## src/rtl/sam_pkg.sv

```systemverilog
package sam_pkg;
  typedef enum logic [1:0] {
    BUS_3WIRE = 2'b00,
    BUS_2WIRE = 2'b01,
    BUS_I2C   = 2'b10,
    BUS_RSVD  = 2'b11
  } bus_mode_e;
endpackage

```

## src/rtl/sam_addr_reg.sv

```systemverilog
module sam_addr_reg #(
  parameter int W = 8
) (
  input  logic         clk,
  input  logic         wr_en,
  input  logic [W-1:0] wr_data,
  output logic [W-1:0] q
);
  logic [W-1:0] q_nxt;

  always_comb begin
    q_nxt = q;
    if (wr_en) q_nxt = wr_data;
  end

  // data register: deliberately not reset
  always_ff @(posedge clk) begin
    q <= q_nxt;
  end
endmodule

```

## src/rtl/sam_addr_cmp.sv

```systemverilog
module sam_addr_cmp #(
  parameter int W         = 8,
  parameter int MASK_BITS = 1
) (
  input  logic [W-1:0] own_addr,
  input  logic [W-1:0] rx_addr,
  input  logic         mask_en,
  output logic         hit
);
  logic [W-1:0] care;

  genvar i;
  generate
    for (i = 0; i < W; i++) begin : g_care
      if (i < MASK_BITS) begin : g_maskable
        assign care[i] = ~mask_en;
      end else begin : g_fixed
        assign care[i] = 1'b1;
      end
    end
  endgenerate

  assign hit = ((own_addr ^ rx_addr) & care) == '0;
endmodule

```

## src/rtl/sam_flags.sv

```systemverilog
module sam_flags (
  input  logic clk,
  input  logic rst_n,
  input  logic addr_evt,
  input  logic hit,
  input  logic stop,
  input  logic cmp_active,
  output logic match_q,
  output logic release_q
);
  logic match_d, release_d;

  always_comb begin
    match_d   = match_q;
    release_d = release_q;
    if (stop) begin
      match_d   = 1'b0;
      release_d = 1'b1;
    end else if (addr_evt && cmp_active) begin
      match_d = hit;
      if (!hit) release_d = 1'b0;
    end
    if (!cmp_active) match_d = 1'b0;
  end

  always_ff @(posedge clk or negedge rst_n) begin
    if (!rst_n) begin
      match_q   <= 1'b0;
      release_q <= 1'b0;
    end else begin
      match_q   <= match_d;
      release_q <= release_d;
    end
  end
endmodule

```

## src/rtl/sam_irq.sv

```systemverilog
module sam_irq (
  input  logic clk,
  input  logic rst_n,
  input  logic byte_valid,
  input  logic addr_evt,
  input  logic hit,
  input  logic stop,
  input  logic wake_active,
  output logic irq_q
);
  logic irq_d;

  always_comb begin
    if (wake_active) irq_d = stop | (addr_evt & hit);
    else             irq_d = stop | byte_valid;
  end

  always_ff @(posedge clk or negedge rst_n) begin
    if (!rst_n) irq_q <= 1'b0;
    else        irq_q <= irq_d;
  end
endmodule

```

## src/rtl/slave_addr_match.sv

```systemverilog
module slave_addr_match #(
  parameter int ADDR_W    = 8,
  parameter int MASK_BITS = 1
) (
  input  logic              clk,
  input  logic              rst_n,
  input  logic              addr_wr_en,
  input  logic [ADDR_W-1:0] addr_wr_data,
  input  logic              lsb_mask,
  input  logic              wake_en,
  input  logic [1:0]        bus_mode,
  input  logic              byte_valid,
  input  logic              byte_is_addr,
  input  logic [ADDR_W-1:0] rx_byte,
  input  logic              stop_det,
  output logic              match_flag,
  output logic              release_flag,
  output logic              irq
);
  import sam_pkg::*;

  logic [1:0]        rst_sync;
  logic              rst_int_n;
  logic [ADDR_W-1:0] own_addr;
  logic              hit, addr_evt, cmp_active, wake_active;
  bus_mode_e         mode;

  // asynchronous assert, synchronous release
  always_ff @(posedge clk or negedge rst_n) begin
    if (!rst_n) rst_sync <= 2'b00;
    else        rst_sync <= {rst_sync[0], 1'b1};
  end
  assign rst_int_n = rst_sync[1];

  assign mode        = bus_mode_e'(bus_mode);
  assign cmp_active  = (mode != BUS_3WIRE);
  assign wake_active = wake_en && (mode == BUS_I2C);
  assign addr_evt    = byte_valid && byte_is_addr && cmp_active;

  sam_addr_reg #(.W(ADDR_W)) u_reg (
    .clk(clk), .wr_en(addr_wr_en), .wr_data(addr_wr_data), .q(own_addr)
  );

  sam_addr_cmp #(.W(ADDR_W), .MASK_BITS(MASK_BITS)) u_cmp (
    .own_addr(own_addr), .rx_addr(rx_byte), .mask_en(lsb_mask), .hit(hit)
  );

  sam_flags u_flags (
    .clk(clk), .rst_n(rst_int_n), .addr_evt(addr_evt), .hit(hit),
    .stop(stop_det), .cmp_active(cmp_active),
    .match_q(match_flag), .release_q(release_flag)
  );

  sam_irq u_irq (
    .clk(clk), .rst_n(rst_int_n), .byte_valid(byte_valid), .addr_evt(addr_evt),
    .hit(hit), .stop(stop_det), .wake_active(wake_active), .irq_q(irq)
  );
endmodule

```

## config.mk

```make
export PLATFORM = sky130hd
export DESIGN_NAME = slave_addr_match
export DESIGN_NICKNAME = d
export VERILOG_FILES = /design/src/rtl/sam_pkg.sv /design/src/rtl/sam_addr_reg.sv /design/src/rtl/sam_addr_cmp.sv /design/src/rtl/sam_flags.sv /design/src/rtl/sam_irq.sv /design/src/rtl/slave_addr_match.sv
export SDC_FILE = /design/constraint.sdc
export NUM_CORES = 1
export LEC_CHECK = 0
export ABC_AREA = 1
export CAP_MARGIN = 30
export CORE_AREA = 5 5 42 44
export DETAILED_ROUTE_END_ITERATION = 6
export DIE_AREA = 0 0 47 49
export DONT_BUFFER_PORTS = 1
export PLACE_DENSITY_LB_ADDON = 0.3
export SYNTH_ARGS = -nofsm -noshare
export SYNTH_HDL_FRONTEND = slang
export SYNTH_SLANG_ARGS = --single-unit
```

## constraint.sdc

```tcl
create_clock -name clk -period 0.8 [get_ports clk]
set_clock_uncertainty 0.2 [all_clocks]
set_input_delay 0.16 -clock clk [delete_from_list [all_inputs] [get_ports clk]]
set_output_delay 0.16 -clock clk [all_outputs]
set_load 0.01 [all_outputs]
```

# Yosys cells after proc, flatten, opt, wreduce, memory -nomap -nowiden
# Cells that the tools add are included.
# totals
mem_bits_rw,0
rom_bits,0
ff_bits,13
latch_bits,0
inputBits,26
n_memories,0
# classes
div,0
multipliers,0
muxes,7
n_eq_ne,3
n_addsub,0
n_reduce_logical,8
shifts,0
order_cmp,0
n_bitwise,6
# ops
operator,count
8-bit AND,1
8-bit zero test,1
8-bit XOR,1
1-bit 2-to-1 mux,7
1-bit logical AND,4
2-bit nonzero test,2
"3-bit by 2-bit inequality test with 1-bit output, second input constant",1
"2-bit equality test, second input constant",1
"2-bit inequality test, second input constant",1
1-bit bitwise OR,2
2-bit AND reduction,1
1-bit AND,1
1-bit inverter,1

# Logic depth before layout (Yosys ltp)
# logic_depth
word_depth,6
mapped_depth,9

# Hierarchy
# From an unflattened synthesis, not the netlist that was laid out.
# hier_totals
cells_unflattened,79
hier_area_um2,621.8
# by_module_without_submodules
mod,n_inst,seq_area_each_um2,area_each_um2,cells_per_inst
sam_addr_reg,1,240.2,240.2,8
sam_addr_cmp,1,0.0,165.2,44
sam_flags,1,50.0,93.8,12
slave_addr_match,1,50.0,76.3,9
sam_irq,1,25.0,46.3,6

# Worst setup path before layout
# OpenSTA, ideal clock, no wires.
# synth_timing
path_type,register to register
startpoint,register u_reg.q[6]
endpoint,register u_flags.release_q
synth_period_minus_slack_ns,1.115
n_path_buf,0
arrival_ns,0.850
required_ns,0.535
stages_incl_launch_ff,8
setup_slack_ns,-0.315
setup_ns,0.065
path_cell_list,edfxtp_1 -> xnor2_1 -> nand2_1 -> nor2_1 -> nand2_1 -> nand2_1 -> nand2_1 -> nand2_1
# synth_between
elab_chain_len,5
# synth_lines
item,line,source
start: declaration,sam_addr_reg.sv:7,output logic [W-1:0] q
start signal: assignment,sam_addr_reg.sv:18,q <= q_nxt;
8-bit XOR,sam_addr_cmp.sv:23,assign hit = ((own_addr ^ rx_addr) & care) == '0;
8-bit AND,sam_addr_cmp.sv:23,
8-bit zero test,sam_addr_cmp.sv:23,
2-bit inequality test (no source line),-,
2-bit AND reduction (no source line),-,
end signal: assignment,sam_flags.sv:32,release_q <= release_d;
end: declaration,sam_flags.sv:9,output logic release_q
# No other way between the ends.
# A chain may end at the register's enable or synchronous reset.

# Worst setup path in the final report
# layout_timing
startpoint,register u_reg.q[4]
endpoint,register u_flags.match_q
# layout_between
elab_chain_len,6
# layout_lines
item,line,source
8-bit XOR,sam_addr_cmp.sv:23,
8-bit AND,sam_addr_cmp.sv:23,
8-bit zero test,sam_addr_cmp.sv:23,
1-bit 2-to-1 mux,sam_flags.sv:19,end else if (addr_evt && cmp_active) begin
1-bit 2-to-1 mux,sam_flags.sv:16,if (stop) begin
1-bit 2-to-1 mux,sam_flags.sv:23,if (!cmp_active) match_d = 1'b0;
end signal: assignment,sam_flags.sv:31,match_q <= match_d;
end: declaration,sam_flags.sv:8,"output logic match_q,"
# No other way between the ends. The select of a mux whose other input is x is not followed.

==> results <==
- The maximum net fanout on the critical path is 3.
- Setup violations remaining at the end of the flow were counted as 6.
- The final weighted congestion in routability-driven placement is 0.6476.
- The clock-pin slew of the registers on the worst-case setup and hold paths is 0.07 ns.
- The number of levels in the clock H-tree is 1.
- The count of different cell masters after synthesis is 11.
- After the last flow step, the layout net total stands at 89.
- Yosys instantiated no cell more often than sky130_fd_sc_hd__nand2_1.
- The area share of the largest cell type after synthesis is 42.76%.
- The launching point of the worst reg2reg path is u_reg.q[4].
- The later pin in the worst-skew pair is clocked with a latency of 0.26 ns.
- The max-capacitance violation count is 0.
- The critical path goes through xnor2_1 -> nand2_1 -> nor2_1 -> nand2_1 -> a21oi_1.
- The via count of the first global-routing pass came to 399.
- The final cell area excluding filler cells is 634.4 µm².
- The synthesized cell area is 561.8 µm².
- The total overflow reported by the global router is 0.
- CTS placed an instance of sky130_fd_sc_hd__clkbuf_4 at the clock tree root.
- The fraction of layout instances using a drive strength above 1 is 9.677%.
- The analysis attributes to cell leakage a power of 0.2806 nW.
- The initial antenna violation count is 0.
- The buffer levels on the longest clock path is 2.
- The final standard cell utilization of the core is 45.27%.
- The type of the worst setup path is reg -> reg.
- The async set-or-reset flop fraction in the synthesized netlist is 38.46%.
- The detailed router finished its first iteration with 3 violations.
- The number of failing hold endpoints at the final stage is 24.
- The startpoint of the worst hold path is addr_wr_data[7].
- The worst hold path class is in -> reg.
- Setup repair after global routing could not meet its margin everywhere.
- The layout filler cell count is 143.
- The nature of the critical path endpoint is a flip-flop.
- In this run the power density over the cells is 1995 nW/µm².
- In the global route stage, overall resource usage came out at 8.543%.
- The number of pins exceeding their max-slew limit in the final report is 0.
- The count of unresolved DRC violations after routing is 0.
- For this block, the via count after detailed routing is 344.
- The die is 49 µm tall.
- The boundary pin count is 29.
- The initial core utilization is 40.09%.
- The detail-routed via count per cell is 4.410.
- The worst register-to-register path ends at u_flags.match_q.
- The HPWL after detailed placement is 726.7 µm.
- For this run, the leading register cell type out of synthesis is sky130_fd_sc_hd__edfxtp_1.
- The element type at the critical path start is a flip-flop.
- The worst register-to-register path has a setup slack of -0.44 ns.
- In this run the number of cells on the critical path is 5.
- Counting the buffers created by CTS gives 3.
- The slowest cell on the critical path is sky130_fd_sc_hd__edfxtp_1.
- The horizontal die dimension is 47 µm.
- The worst register-to-register path has a depth of 5.
- The maximum number of pins on one net before global-route repair is 9.
- The checks that failed: hold timing, setup timing.
- The number of nets in the synthesized netlist is 82.
- The number of flops mapped to enable cells by yosys is 8.
- Ranked by total cell area, the synthesized netlist is headed by sky130_fd_sc_hd__edfxtp_1, sky130_fd_sc_hd__dfrtp_1, sky130_fd_sc_hd__nand2_1, sky130_fd_sc_hd__xnor2_1, sky130_fd_sc_hd__inv_1.
- The average cell area after synthesis is 10.03 µm².
- Sorting the synthesized cells by how often they occur yields sky130_fd_sc_hd__nand2_1, sky130_fd_sc_hd__edfxtp_1, sky130_fd_sc_hd__inv_1, sky130_fd_sc_hd__nor2_1, sky130_fd_sc_hd__xnor2_1.
- STA puts the critical path data required time at 0.79 ns.
- Relative to the synthesized area, the layout overhead comes to 12.92%.
- The wire length of the first global-routing pass is 1435 µm.
- The overall die area is 2303 µm².
- Setup slack on the critical path of the routed design comes to -0.4413 ns.
- The worst path in the final design needs a cycle of 1.241 ns, including I/O delays and setup.
- Summing all placed instances gives a cell area of 589.3 µm².
- VDD sags by at most 1132 µV.
- The number of rows in the core area is 14.
- The region available for standard cell placement spans 1401 µm².
- The number of sinks on the clock net is 13.
- The total detailed-routing wirelength is 838 µm.
- The first TritonRoute pass finished after 4 iterations.
- The Yosys warning count is 0.
- The run finished, with violations left.
- The routed wire length per instance is 10.74 µm.
- The number of cells on the worst hold path is 0.
- The count of nets left with antenna violations after detail routing is 0.
- Among cell families on the critical path, the largest total delay comes from flip-flops.
- The cell type contributing the most total cell area after synthesis is sky130_fd_sc_hd__edfxtp_1.
- For this run, the register share of the synthesized area comes to 65.03%.
- After layout, the worst path uses 155.2% of the clock period.
- Buffers inserted to repair hold after CTS numbered 1.
- The design draws 0.001265 W.
- TritonCTS built the clock tree.
- The most frequent cell on the critical path is sky130_fd_sc_hd__nand2_1.
- On the final layout, the worst hold slack is -0.2128 ns.
- The antenna diode instance count is 0.
- The largest incremental delay on the critical path is 0.38 ns.
- The number of buffers added on ports is 0.
- The destination of the worst hold path is u_reg.q[7].
- Together, buffers and inverters on the worst path number 0.
- Synthesis produced 56 cells.
- The highest clock frequency the design can meet is 0.8056 GHz.
- The register bit count reported by yosys is 13.
- The data arrival at the endpoint of the critical path is 1.23 ns.
[layer usage]
metal	GRT usage [%]	vias to the layer above	share of wire, %
met5	0	-	0
met1	8.411	147	36
met3	3.690	0	8.8
li1	-	183	-
met4	5.530	0	0
met2	13.80	14	55
[where the power goes]
| part | switching (W) | leakage (nW) | internal [W] |
|---|---|---|---|
| clock | 0.000188 | 0.0177 | 0.000185 |
| combinational | 0.0000461 | 0.127 | 0.0000572 |
| sequential | 0.0000244 | 0.135 | 0.000765 |
| total | 0.000258 | 0.281 | 0.00101 |
[state kept, by name, summed over array words and instances (netlist names)]
name and cells:
u_flags.match_q 1, u_reg.q 8, rst_sync 2, u_flags.release_q 1, u_irq.irq_q 1
[through the flow]
stage	setup TNS, ns	cells	worst slack [ns]	hold WS, ns
after floorplan	-0.9311	56	-0.3143	-0.3356
final	-2.111	78	-0.4413	-0.2128
after CTS	-2.138	78	-0.4394	-0.2257
after global routing	-2.512	78	-0.5529	-0.2338
after detailed placement	-1.277	73	-0.4123	-0.3356
after global placement	-1.268	73	-0.4160	-0.3355
[worst max path at each step]
stage                          start                 to  slack [ns]
after CTS                 u_reg.q[4]    u_flags.match_q       -0.44
after global routing      u_reg.q[0]  u_flags.release_q       -0.55
final                     u_reg.q[4]    u_flags.match_q       -0.44
after global placement    u_reg.q[6]    u_flags.match_q       -0.42
after floorplan           u_reg.q[6]    u_flags.match_q       -0.31
after detailed placement  u_reg.q[4]    u_flags.match_q       -0.41
[area by class of cell]
| type | instances | area (µm²) | share of cell area [%] |
|---|---|---|---|
| Tap cell | 16 | 20.02 | 3.156 |
| Inverter | 8 | 30.03 | 4.734 |
| Clock inverter | 1 | 5.005 | 0.7890 |
| Clock buffer | 3 | 22.52 | 3.550 |
| Multi-Input combinational cell | 35 | 170.2 | 26.82 |
| Sequential cell | 13 | 365.4 | 57.59 |
| Timing Repair Buffer | 2 | 21.27 | 3.353 |
[layout by cell type (no fill, tap or decap), types with 3 or more instances in the layout]
cell,instances
sky130_fd_sc_hd__inv_1,8
sky130_fd_sc_hd__nand2_1,16
sky130_fd_sc_hd__clkbuf_4,3
sky130_fd_sc_hd__dfrtp_1,5
sky130_fd_sc_hd__edfxtp_1,8
sky130_fd_sc_hd__nor2_1,8
sky130_fd_sc_hd__xnor2_1,6
[repair_timing]
action	in CTS	in global routing
setup buffers	0	0
setup endpoints to repair	6	6
gates resized for setup	1	1
endpoints found under the hold margin	24	24
pin swaps	1	3
[cell families after synthesis]
family / count (synthesis) / share of synthesized area [%]
compound gates: 3 / 2.670
xor+xnor: 6 / 9.354
other cells: 1 / 0.6675
flops: 13 / 65.03
simple gates: 25 / 16.93
buf+inv: 8 / 5.345
[worst reg2reg max path, delay by kind of cell (launching register included)]
family                    cells  cell delay [ns]
DFF                           1             0.38
and+or+nand+nor               3             0.29
xor gates and xnor gates      1             0.15
AOI/OAI and AO/OA             1             0.15
(Power assumes the default switching activity.)
